$ cat config.mk
export PLATFORM = sky130hd
export DESIGN_NAME = blkWriteGuard
export DESIGN_NICKNAME = d
export VERILOG_FILES = /design/src/rtl/guardPkg.sv /design/src/rtl/guardDatapath.sv /design/src/rtl/guardControl.sv /design/src/rtl/blkWriteGuard.sv
export SDC_FILE = /design/constraint.sdc
export NUM_CORES = 1
export LEC_CHECK = 0
export CORE_AREA = 2 2 39 41
export CTS_CLUSTER_SIZE = 8
export DETAILED_ROUTE_END_ITERATION = 12
export DIE_AREA = 0 0 41 43
export PLACE_DENSITY = 0.7
export SETUP_SLACK_MARGIN = 0.3
export SYNTH_ARGS = -nofsm -noshare
export SYNTH_HDL_FRONTEND = slang
export SYNTH_SLANG_ARGS = --single-unit
$ cat constraint.sdc
create_clock -name clk -period 4.2 [get_ports clk]
set_input_delay 0.84 -clock clk [delete_from_list [all_inputs] [get_ports clk]]
set_output_delay 0.84 -clock clk [all_outputs]
set_load 0.02 [all_outputs]
$ cat src/rtl/guardPkg.sv
package guardPkg;

  // strobes from control to datapath
  typedef struct packed {
    logic ptrLoad;
    logic commit;
  } guardStrobeT;

endpackage

$ cat src/rtl/guardDatapath.sv
module guardDatapath
  import guardPkg::*;
#(
  parameter int ADDR_W = 9,
  parameter int ROW_BITS = 3,
  parameter int FLAG_BIT = 2,
  parameter logic [ADDR_W-2:0] PTR_RESET = '1
) (
  input  logic              clk,
  input  logic              rstN,
  input  guardStrobeT       strb,
  input  logic              protPin,
  input  logic [ADDR_W-1:0] wrAddr,
  input  logic [ADDR_W-2:0] wrData,
  output logic              wrAllow,
  output logic              protActive,
  output logic [ADDR_W-2:0] ptrVal
);
  localparam int DATA_W = ADDR_W - 1;
  localparam int STEP_W = DATA_W - ROW_BITS;

  logic [DATA_W-1:0] ptrQ;
  logic [ADDR_W-1:0] boundary;
  logic              aboveBound;

  always_ff @(posedge clk) begin
    if (!rstN)             ptrQ <= PTR_RESET;
    else if (strb.ptrLoad) ptrQ <= wrData;
  end

  // lower bound lies in the upper half, row aligned
  assign boundary   = {1'b1, ptrQ[DATA_W-1 -: STEP_W], {ROW_BITS{1'b0}}};
  assign protActive = protPin && !ptrQ[FLAG_BIT];
  assign aboveBound = (wrAddr >= boundary);
  assign wrAllow    = !(protActive && aboveBound);
  assign ptrVal     = ptrQ;

  // pointer follows the committed byte one edge later
  a_r6_ptr_follow: assert property (@(posedge clk) disable iff (!rstN)
    strb.ptrLoad |=> ptrVal == $past(wrData));

  // lower half never refused
  a_r4_low_open: assert property (@(posedge clk) disable iff (!rstN)
    !wrAddr[ADDR_W-1] |-> wrAllow);

endmodule

$ cat src/rtl/guardControl.sv
module guardControl
  import guardPkg::*;
#(
  parameter int ADDR_W = 9
) (
  input  logic              clk,
  input  logic              rstN,
  input  logic              wrReq,
  input  logic [ADDR_W-1:0] wrAddr,
  input  logic              wrAllow,
  output guardStrobeT       strb
);
  localparam logic [ADDR_W-1:0] PTR_ADDR = '1;

  always_comb begin
    strb.commit  = wrReq && wrAllow;
    strb.ptrLoad = strb.commit && (wrAddr == PTR_ADDR);
  end

  // no strobe without a request
  a_r8_no_req_no_load: assert property (@(posedge clk) disable iff (!rstN)
    !wrReq |-> !strb.ptrLoad && !strb.commit);

endmodule

$ cat src/rtl/blkWriteGuard.sv
module blkWriteGuard
  import guardPkg::*;
#(
  parameter int ADDR_W = 9,
  parameter int ROW_BITS = 3,
  parameter int FLAG_BIT = 2
) (
  input  logic              clk,
  input  logic              rstN,
  input  logic              protPin,
  input  logic              wrReq,
  input  logic [ADDR_W-1:0] wrAddr,
  input  logic [ADDR_W-2:0] wrData,
  output logic              wrAllow,
  output logic              wrCommit,
  output logic              protActive
);
  localparam int DATA_W = ADDR_W - 1;

  guardStrobeT       strb;
  logic [DATA_W-1:0] ptrVal;

  guardControl #(.ADDR_W(ADDR_W)) ctrl_i (
    .clk(clk), .rstN(rstN), .wrReq(wrReq), .wrAddr(wrAddr),
    .wrAllow(wrAllow), .strb(strb)
  );

  guardDatapath #(
    .ADDR_W(ADDR_W), .ROW_BITS(ROW_BITS), .FLAG_BIT(FLAG_BIT),
    .PTR_RESET({DATA_W{1'b1}})
  ) dp_i (
    .clk(clk), .rstN(rstN), .strb(strb), .protPin(protPin),
    .wrAddr(wrAddr), .wrData(wrData), .wrAllow(wrAllow),
    .protActive(protActive), .ptrVal(ptrVal)
  );

  assign wrCommit = strb.commit;

  // refused request leaves pointer alone
  a_r7_refused_keeps_ptr: assert property (@(posedge clk) disable iff (!rstN)
    wrReq && !wrAllow |=> $stable(ptrVal));

  // idle cycles never alter pointer
  a_r8_idle_keeps_ptr: assert property (@(posedge clk) disable iff (!rstN)
    !wrReq |=> $stable(ptrVal));

  // top location refused whenever protection is in force
  a_r3_top_refused: assert property (@(posedge clk) disable iff (!rstN)
    protPin && !ptrVal[FLAG_BIT] && (&wrAddr) |-> !wrAllow);

  // protect input low opens everything
  a_r2_pin_low_open: assert property (@(posedge clk) disable iff (!rstN)
    !protPin |-> wrAllow && !protActive);

endmodule

# After elaboration in Yosys (flattened, before gate mapping)
# Index checks and enable logic that the tools add are counted.
# classes
order_cmp,1
n_eq_ne,1
reduce_logical,6
# ops
cell,count
$eq 9x9->1 const B,1
$ge 9x9->1,1
$logic_and 1x1->1,4
$logic_not 1->1,2
# totals
reg_bits,8
in_bits,21
word_cells,9

# Longest topological paths before layout
# Gate-level depths: netlist of run 1.
# depth
word_depth,6
ltp_mapped,6
depth_no_buf,6

# Cells and area by module
# Synthesis of run 1 repeated with hierarchy kept, for this count alone.
# unflattened
cells_unflattened,51
hier_area_um2,474.2
# modules_own_cells
module,instances,cells_per_inst,area_each_um2,seq_area_each_um2
guardDatapath,1,46,440.4,160.2
guardControl,1,5,33.8,0.0

# Worst setup path after synthesis of run 1
# No wires, ideal clock.
# synth_path
path_type,in2out
start,in wrAddr[4]
end,out wrCommit
arrival_time_ps,2154
required_time_ps,3360
path_slack_ps,1206
path_stages,5
cell_sequence,ha_1 -> nor4b_1 -> a221o_1 -> a21o_1 -> nor2b_1
# synth_via
elab_chain_cells,4
# synth_rtl
element,line_no,rtl
start: declaration,blkWriteGuard.sv:12,"input logic [ADDR_W-1:0] wrAddr,"
$ge 9x9->1,guardDatapath.sv:34,assign aboveBound = (wrAddr >= boundary);
$logic_and 1x1->1,guardDatapath.sv:35,assign wrAllow = !(protActive && aboveBound);
$logic_not 1->1,guardDatapath.sv:35,
$logic_and 1x1->1,guardControl.sv:16,strb.commit = wrReq && wrAllow;
end: declaration,blkWriteGuard.sv:15,"output logic wrCommit,"
# Every way passes these cells.

# Final worst setup path of run 1
# Ends and elaborated chain as after synthesis.

==> results of run 1 <==
## worst paths after layout
check | from | endpoint | depth (start not counted)
setup / recovery | wrAddr[4] | wrCommit | 7
hold / removal | dp_i.ptrVal[5] | dp_i.ptrVal[5] | 2
setup reg to reg | dp_i.ptrVal[4] | dp_i.ptrVal[4] | 6
hold reg to reg | dp_i.ptrVal[5] | dp_i.ptrVal[5] | 2
## layer usage
metal | vias up | part of all wire [%] | track usage, %
met2 | 17 | 44 | 20.0
met4 | 0 | 0 | 10.0
met1 | 202 | 46 | 17.7
li1 | 237 | - | -
met3 | 0 | 9.8 | 4.19
met5 | - | 0 | 0
## worst max-delay path: stages
cell             delay [ps]
clkdlybuf4s50_1         430
ha_1                    320
nor4b_1                 150
a221o_1                 370
a21o_1                  240
nor2b_1                 120
dlygate4sd2_1           330
## through the flow
stage | instance area (um2) | hold slack, ps | power, mW | utilization, % | setup WS, ps
finish | 697 | 514 | 0.136 | 50.4 | 564
detailed placement | 673 | 513 | 0.0868 | 48.6 | 275
global placement | 673 | 489 | 0.0868 | 48.6 | 291
floorplan | 443 | 457 | 0.0657 | - | 1210
global route | 697 | 544 | 0.146 | 50.4 | 434
CTS | 694 | 523 | 0.139 | 50.2 | 338
## layout make-up
cell class | instances | area [um2] | area share (%)
clock buffers | 3 | 22.5 | 3.23
inverters | 10 | 37.5 | 5.39
multi-input cells | 35 | 285 | 40.9
flip-flops and latches | 6 | 120 | 17.2
well taps | 16 | 20.0 | 2.87
repair buffers | 21 | 211 | 30.3
## Yosys cell counts
cell | number | area share, %
nor3_1 | 1 | 1.1
dfxtp_1 | 6 | 27
inv_1 | 9 | 7.6
a21oi_1 | 2 | 2.3
a211oi_4 | 1 | 4.5
nand3b_1 | 1 | 1.7
ha_1 | 5 | 14
o221ai_1 | 2 | 4.0
a221o_1 | 1 | 2.3
nand4_1 | 2 | 2.8
nand2_2 | 1 | 1.4
nor2b_1 | 4 | 5.6
nor2_1 | 1 | 0.85
mux2i_1 | 1 | 2.3
clkinv_1 | 1 | 0.85
a2111o_1 | 2 | 5.1
or3_4 | 1 | 2.5
nand2_1 | 3 | 2.5
a21o_1 | 1 | 1.7
nor4b_1 | 1 | 2.0
nand3_1 | 2 | 2.3
o211ai_1 | 2 | 3.4
o311ai_1 | 1 | 2.0
## power by group
group / internal (mW) / total, mW / switching, mW
Clock: 0.0322 / 0.0506 / 0.0184
Combinational: 0.0189 / 0.0283 / 0.00941
Sequential: 0.0573 / 0.0573 / 0.0000233
## timing repair
item,CTS,global route
endpoints found under the setup margin,1,1
gates resized for setup,1,1
endpoints found under the hold margin,0,0
## kinds of logic (layout without fill, tap and decap cells)
| logic type | after synthesis | after routing |
|---|---|---|
| adder cells (fa/ha/maj) | 5 | 5 |
| multiplexers | 1 | 1 |
| AND/OR/NAND/NOR | 17 | 17 |
| buffers and inverters | 10 | 34 |
| AO/OA/AOI/OAI | 12 | 12 |
| flip-flops | 6 | 6 |
==> reports/qor.csv, run 1 <==
stage,metric,value,unit
sta,hold_viol_final,0,
floorplanning,core_area,0.00138,mm2
clock_network,postCtsHoldBufs,0,
route,via_per_inst,5.01,
placement,dp_hpwl,885,um
placement,dp_cells,88,
yosys,synth_top_family_by_area,compound AO/OA/AOI/OAI gates,
finish,n_antenna_cell,0,
power,powerDensity,195,mW/mm2
status,status,completed,
yosys,ys_warn_count,0,
sta,relSlewSlack,70.1,%
clock_network,postCtsSetupRepairBufs,0,
clock_network,htreeDepth,1,
sta,tns,0,ps
clock_network,cts_sinks,6,
sta,setup_viol,0,
route,routed_wl,1.06,mm
power,ir_worst_vdd,0.122,mV
yosys,yosysSeqAreaShare,27.1,%
finish,nets,103,
worst_setup_path,endpoint_kind,output pin,
finish,largest_reg_flops,6,
run,drv_cap,0,
floorplanning,dieArea,0.00176,mm2
route,post-route-drc-count,0,
clock_network,clockBufferDepth,2,
clock_network,cts_buffers,3,
floorplanning,die_w,41,um
route,wl_per_cell,11.6,um
yosys,synth_cell_type_count,23,
yosys,synth_area,443,um2
floorplanning,fp-row-count,14,
worst_setup_path,crit_type,in2out,
yosys,synth_mux_area_share,2.26,%
sta,clock_skew,1.30,ps
sta,min_period,3640,ps
sta,rsz0062_at_grt,false,
placement,gp_congestion,0.688,
yosys,synthSimpleGateAreaFrac,22.9,%
sta,max_freq,275,MHz
worst_setup_path,rrSetupSlack,2420,ps
finish,syn_to_final_growth,57.3,%
power,leakagePower,0.299,nW
yosys,syn-num-nets,77,
finish,final_common_cell,clkdlybuf4s50_1,
worst_setup_path,startpoint_type,primary input,
global_route,grt-ovfl-total,0,
global_route,antenna_found_initial,0,
sta,period_share,86.6,%
sta,tightest_slew,448,ps
clock_network,cts_tree,done,
placement,port_buffers,21,
route,drt_iter0_drc,1,
worst_setup_path,cp.required,3360,ps
min_path,hp-class,reg2reg,
finish,final_cell_mix,"clkdlybuf4s50_1 (19), inv_1 (9), dfxtp_1 (6)",
worst_setup_path,worstPathArrival,2800,ps
yosys,synth_cells,51,
yosys,synth_xor_area_share,0,%
finish,fill_cells,141,
floorplanning,start_util,32.0,%
global_route,grt_max_degree,8,
yosys,synthAdderAreaFrac,14.1,%
route,dr.pass1.iters,2,
clock_network,clk_latency,240,ps
finish,layout-drive-gt1-share,8.00,%
global_route,grt_pass1_vias,421,
floorplanning,die_y,43,um
worst_setup_path,cp_max_fo,5,
yosys,ys_seq_elements,6,
route,detail-route-antenna-nets,0,
finish,fin_cells,91,
global_route,grt_pass1_wl,1.68,mm
clock_network,clk_pin_slew,40,ps
route,vias,456,
yosys,synth.avg_cell_area,8.68,um2
clock_network,clock-root-buffer,clkbuf_4,
floorplanning,ios,24,
yosys,synth_compound_area_share,25.1,%
sta,slew_viol_final,0,
global_route,grt.total_usage,14.3,%
Power figures use the tool's default switching activity.
==> run 2, diff against run 1 <==
--- a/config.mk
+++ b/config.mk
@@ -5,10 +5,10 @@
 export SDC_FILE = /design/constraint.sdc
 export NUM_CORES = 1
 export LEC_CHECK = 0
-export CORE_AREA = 2 2 39 41
+export CORE_AREA = 8 8 45 47
 export CTS_CLUSTER_SIZE = 8
 export DETAILED_ROUTE_END_ITERATION = 12
-export DIE_AREA = 0 0 41 43
+export DIE_AREA = 0 0 53 55
 export PLACE_DENSITY = 0.7
 export SETUP_SLACK_MARGIN = 0.3
 export SYNTH_ARGS = -nofsm -noshare
==> run 2 against run 1 <==
Against the previous run:
- final area is the same
- setup slack is essentially flat
- sequential power is essentially flat
- flip-flop and latch count is the same
- total power grew 1.3%
- worst hold slack is essentially flat
- first-iteration DRC count grew to 3.0 times the previous value
- largest power group unchanged
- highest routed layer is now met4
==> reports/qor.csv, run 2 (synthesis results as in run 1) <==
stage,metric,value,unit,change
finish,final_cell_mix,"clkdlybuf4s50_1 (19), inv_1 (9), dfxtp_1 (6)",,
clock_network,cts_tree,done,,
route,vias,468,,+2.6%
power,p_clk_share,38.1,%,+1.0 points
sta,clock_skew,3.09,ps,+1.79 ps
finish,n_antenna_cell,0,,unchanged
placement,dp_hpwl,1.03,mm,+16%
floorplanning,start_util,32.0,%,unchanged
power,power_frac_comb,20.4,%,-0.4 points
sta,min_period,3640,ps,-0.101 ps
worst_setup_path,cp.required,3360,ps,about the same
power,ir_worst_vdd,0.149,mV,+22%
sta,max_freq,275,MHz,about the same
clock_network,cts_sinks,6,,unchanged
route,post-route-drc-count,0,,unchanged
route,routed_wl,1.22,mm,+15%
sta,hold_viol_final,0,,unchanged
worst_setup_path,cp_max_fo,5,,unchanged
clock_network,clk_latency,240,ps,about the same
clock_network,clock-root-buffer,clkbuf_4,,
sta,tns,0,ps,unchanged
finish,largest_reg_flops,6,,unchanged
finish,fill_cells,145,,+2.8%
floorplanning,core_area,0.00138,mm2,unchanged
floorplanning,dieArea,0.00292,mm2,+65%
floorplanning,fp-row-count,14,,unchanged
placement,gp_congestion,0.725,,+5.5%
global_route,grt_max_degree,8,,unchanged
route,via_per_inst,5.14,,+2.6%
run,drv_cap,0,,unchanged
clock_network,postCtsHoldBufs,0,,unchanged
worst_setup_path,worstPathArrival,2800,ps,about the same
power,power.internal,108,uW,about the same
clock_network,cts_buffers,3,,unchanged
sta,slew_viol_final,0,,unchanged
finish,final_core_util,50.4,%,unchanged
clock_network,clk_pin_slew,40,ps,about the same
global_route,grt-ovfl-total,0,,unchanged
global_route,grt_pass1_wl,1.95,mm,+16%
power,p_switching,29.5,uW,+6.1%
global_route,grt.total_usage,8.92,%,-5.3 points
route,drt_iter0_drc,3,,+2
power,powerDensity,198,mW/mm2,+1.3%
placement,port_buffers,21,,unchanged
worst_setup_path,crit_type,in2out,,
sta,period_share,86.6,%,about the same
finish,nets,103,,unchanged
worst_setup_path,startpoint_type,primary input,,
sta,setup_viol,0,,unchanged
route,wl_per_cell,13.4,um,+15%
power,pwr-share-seq,41.5,%,-0.6 points
clock_network,clockBufferDepth,2,,unchanged
global_route,grt_pass1_vias,473,,+12%
route,dr.pass1.iters,4,,+2
finish,syn_to_final_growth,57.3,%,unchanged
floorplanning,ios,24,,unchanged
route,detail-route-antenna-nets,0,,unchanged
floorplanning,die_w,53,um,+29%
global_route,antenna_found_initial,0,,unchanged
min_path,hp-class,reg2reg,,
finish,layout-drive-gt1-share,8.00,%,unchanged
finish,final_common_cell,clkdlybuf4s50_1,,
clock_network,htreeDepth,1,,unchanged
sta,tightest_slew,442,ps,-6.20 ps
floorplanning,die_y,55,um,+28%
sta,rsz0062_at_grt,false,,
status,status,completed,,
power,leakagePower,0.299,nW,unchanged
worst_setup_path,endpoint_kind,output pin,,
power,switching_share,21.4,%,+0.97 points
sta,relSlewSlack,70.5,%,+0.41 points
==> run 2: cell type report <==
cell class	instances	area (um2)	area share, %
well taps	16	20.0	2.87
repair buffers	21	211	30.3
clock buffers	3	22.5	3.23
flip-flops and latches	6	120	17.2
inverters	10	37.5	5.39
multi-input cells	35	285	40.9
==> run 2: per-layer routing <==
metal / share of wire [%] / up-vias / GRT usage (%)
li1: - / 238 / -
met1: 45 / 207 / 10.1
met2: 40 / 21 / 13.3
met3: 12 / 2 / 3.74
met4: 2.4 / 0 / 6.47
met5: 0 / - / 0
==> run 2: what timing repair did <==
item | in CTS | in global routing
resized for setup | 1 | 1
buffers inserted | 0 | 0
gates cloned | 0 | 0
endpoints found under the setup margin | 1 | 1
==> run 2: worst paths after layout <==
check / slack [ps] / to / cells past startpoint / start
setup / recovery: 560 / wrCommit / 7 / wrAddr[4]
hold reg to reg: 510 / dp_i.ptrVal[2] / 2 / dp_i.ptrVal[2]
hold / removal: 510 / dp_i.ptrVal[2] / 2 / dp_i.ptrVal[2]
setup reg to reg: 2400 / dp_i.ptrVal[3] / 6 / dp_i.ptrVal[4]
==> run 2: per-stage QoR <==
step	area, um2	setup WS (ps)	power, mW	hold WS (ps)	cells
floorplan	443	1210	0.0657	457	51
global placement	673	285	0.0868	490	88
detailed placement	673	285	0.0868	501	88
CTS	694	343	0.142	511	91
global route	697	488	0.147	551	91
finish	697	565	0.138	514	91
==> run 2: power groups by stage <==
stage	Clock [mW]	Sequential, mW	Combinational, mW
floorplan	0	0.0582	0.00748
global placement	0	0.0583	0.0285
detailed placement	0	0.0583	0.0285
CTS	0.0564	0.0572	0.0285
global route	0.0598	0.0571	0.0305
finish	0.0526	0.0572	0.0281
==> run 2: critical path, cell delays in order <==
cell and delay (ps):
clkdlybuf4s50_1 420, ha_1 310, nor4b_1 150, a221o_1 370, a21o_1 250, nor2b_1 110
dlygate4sd2_1 340
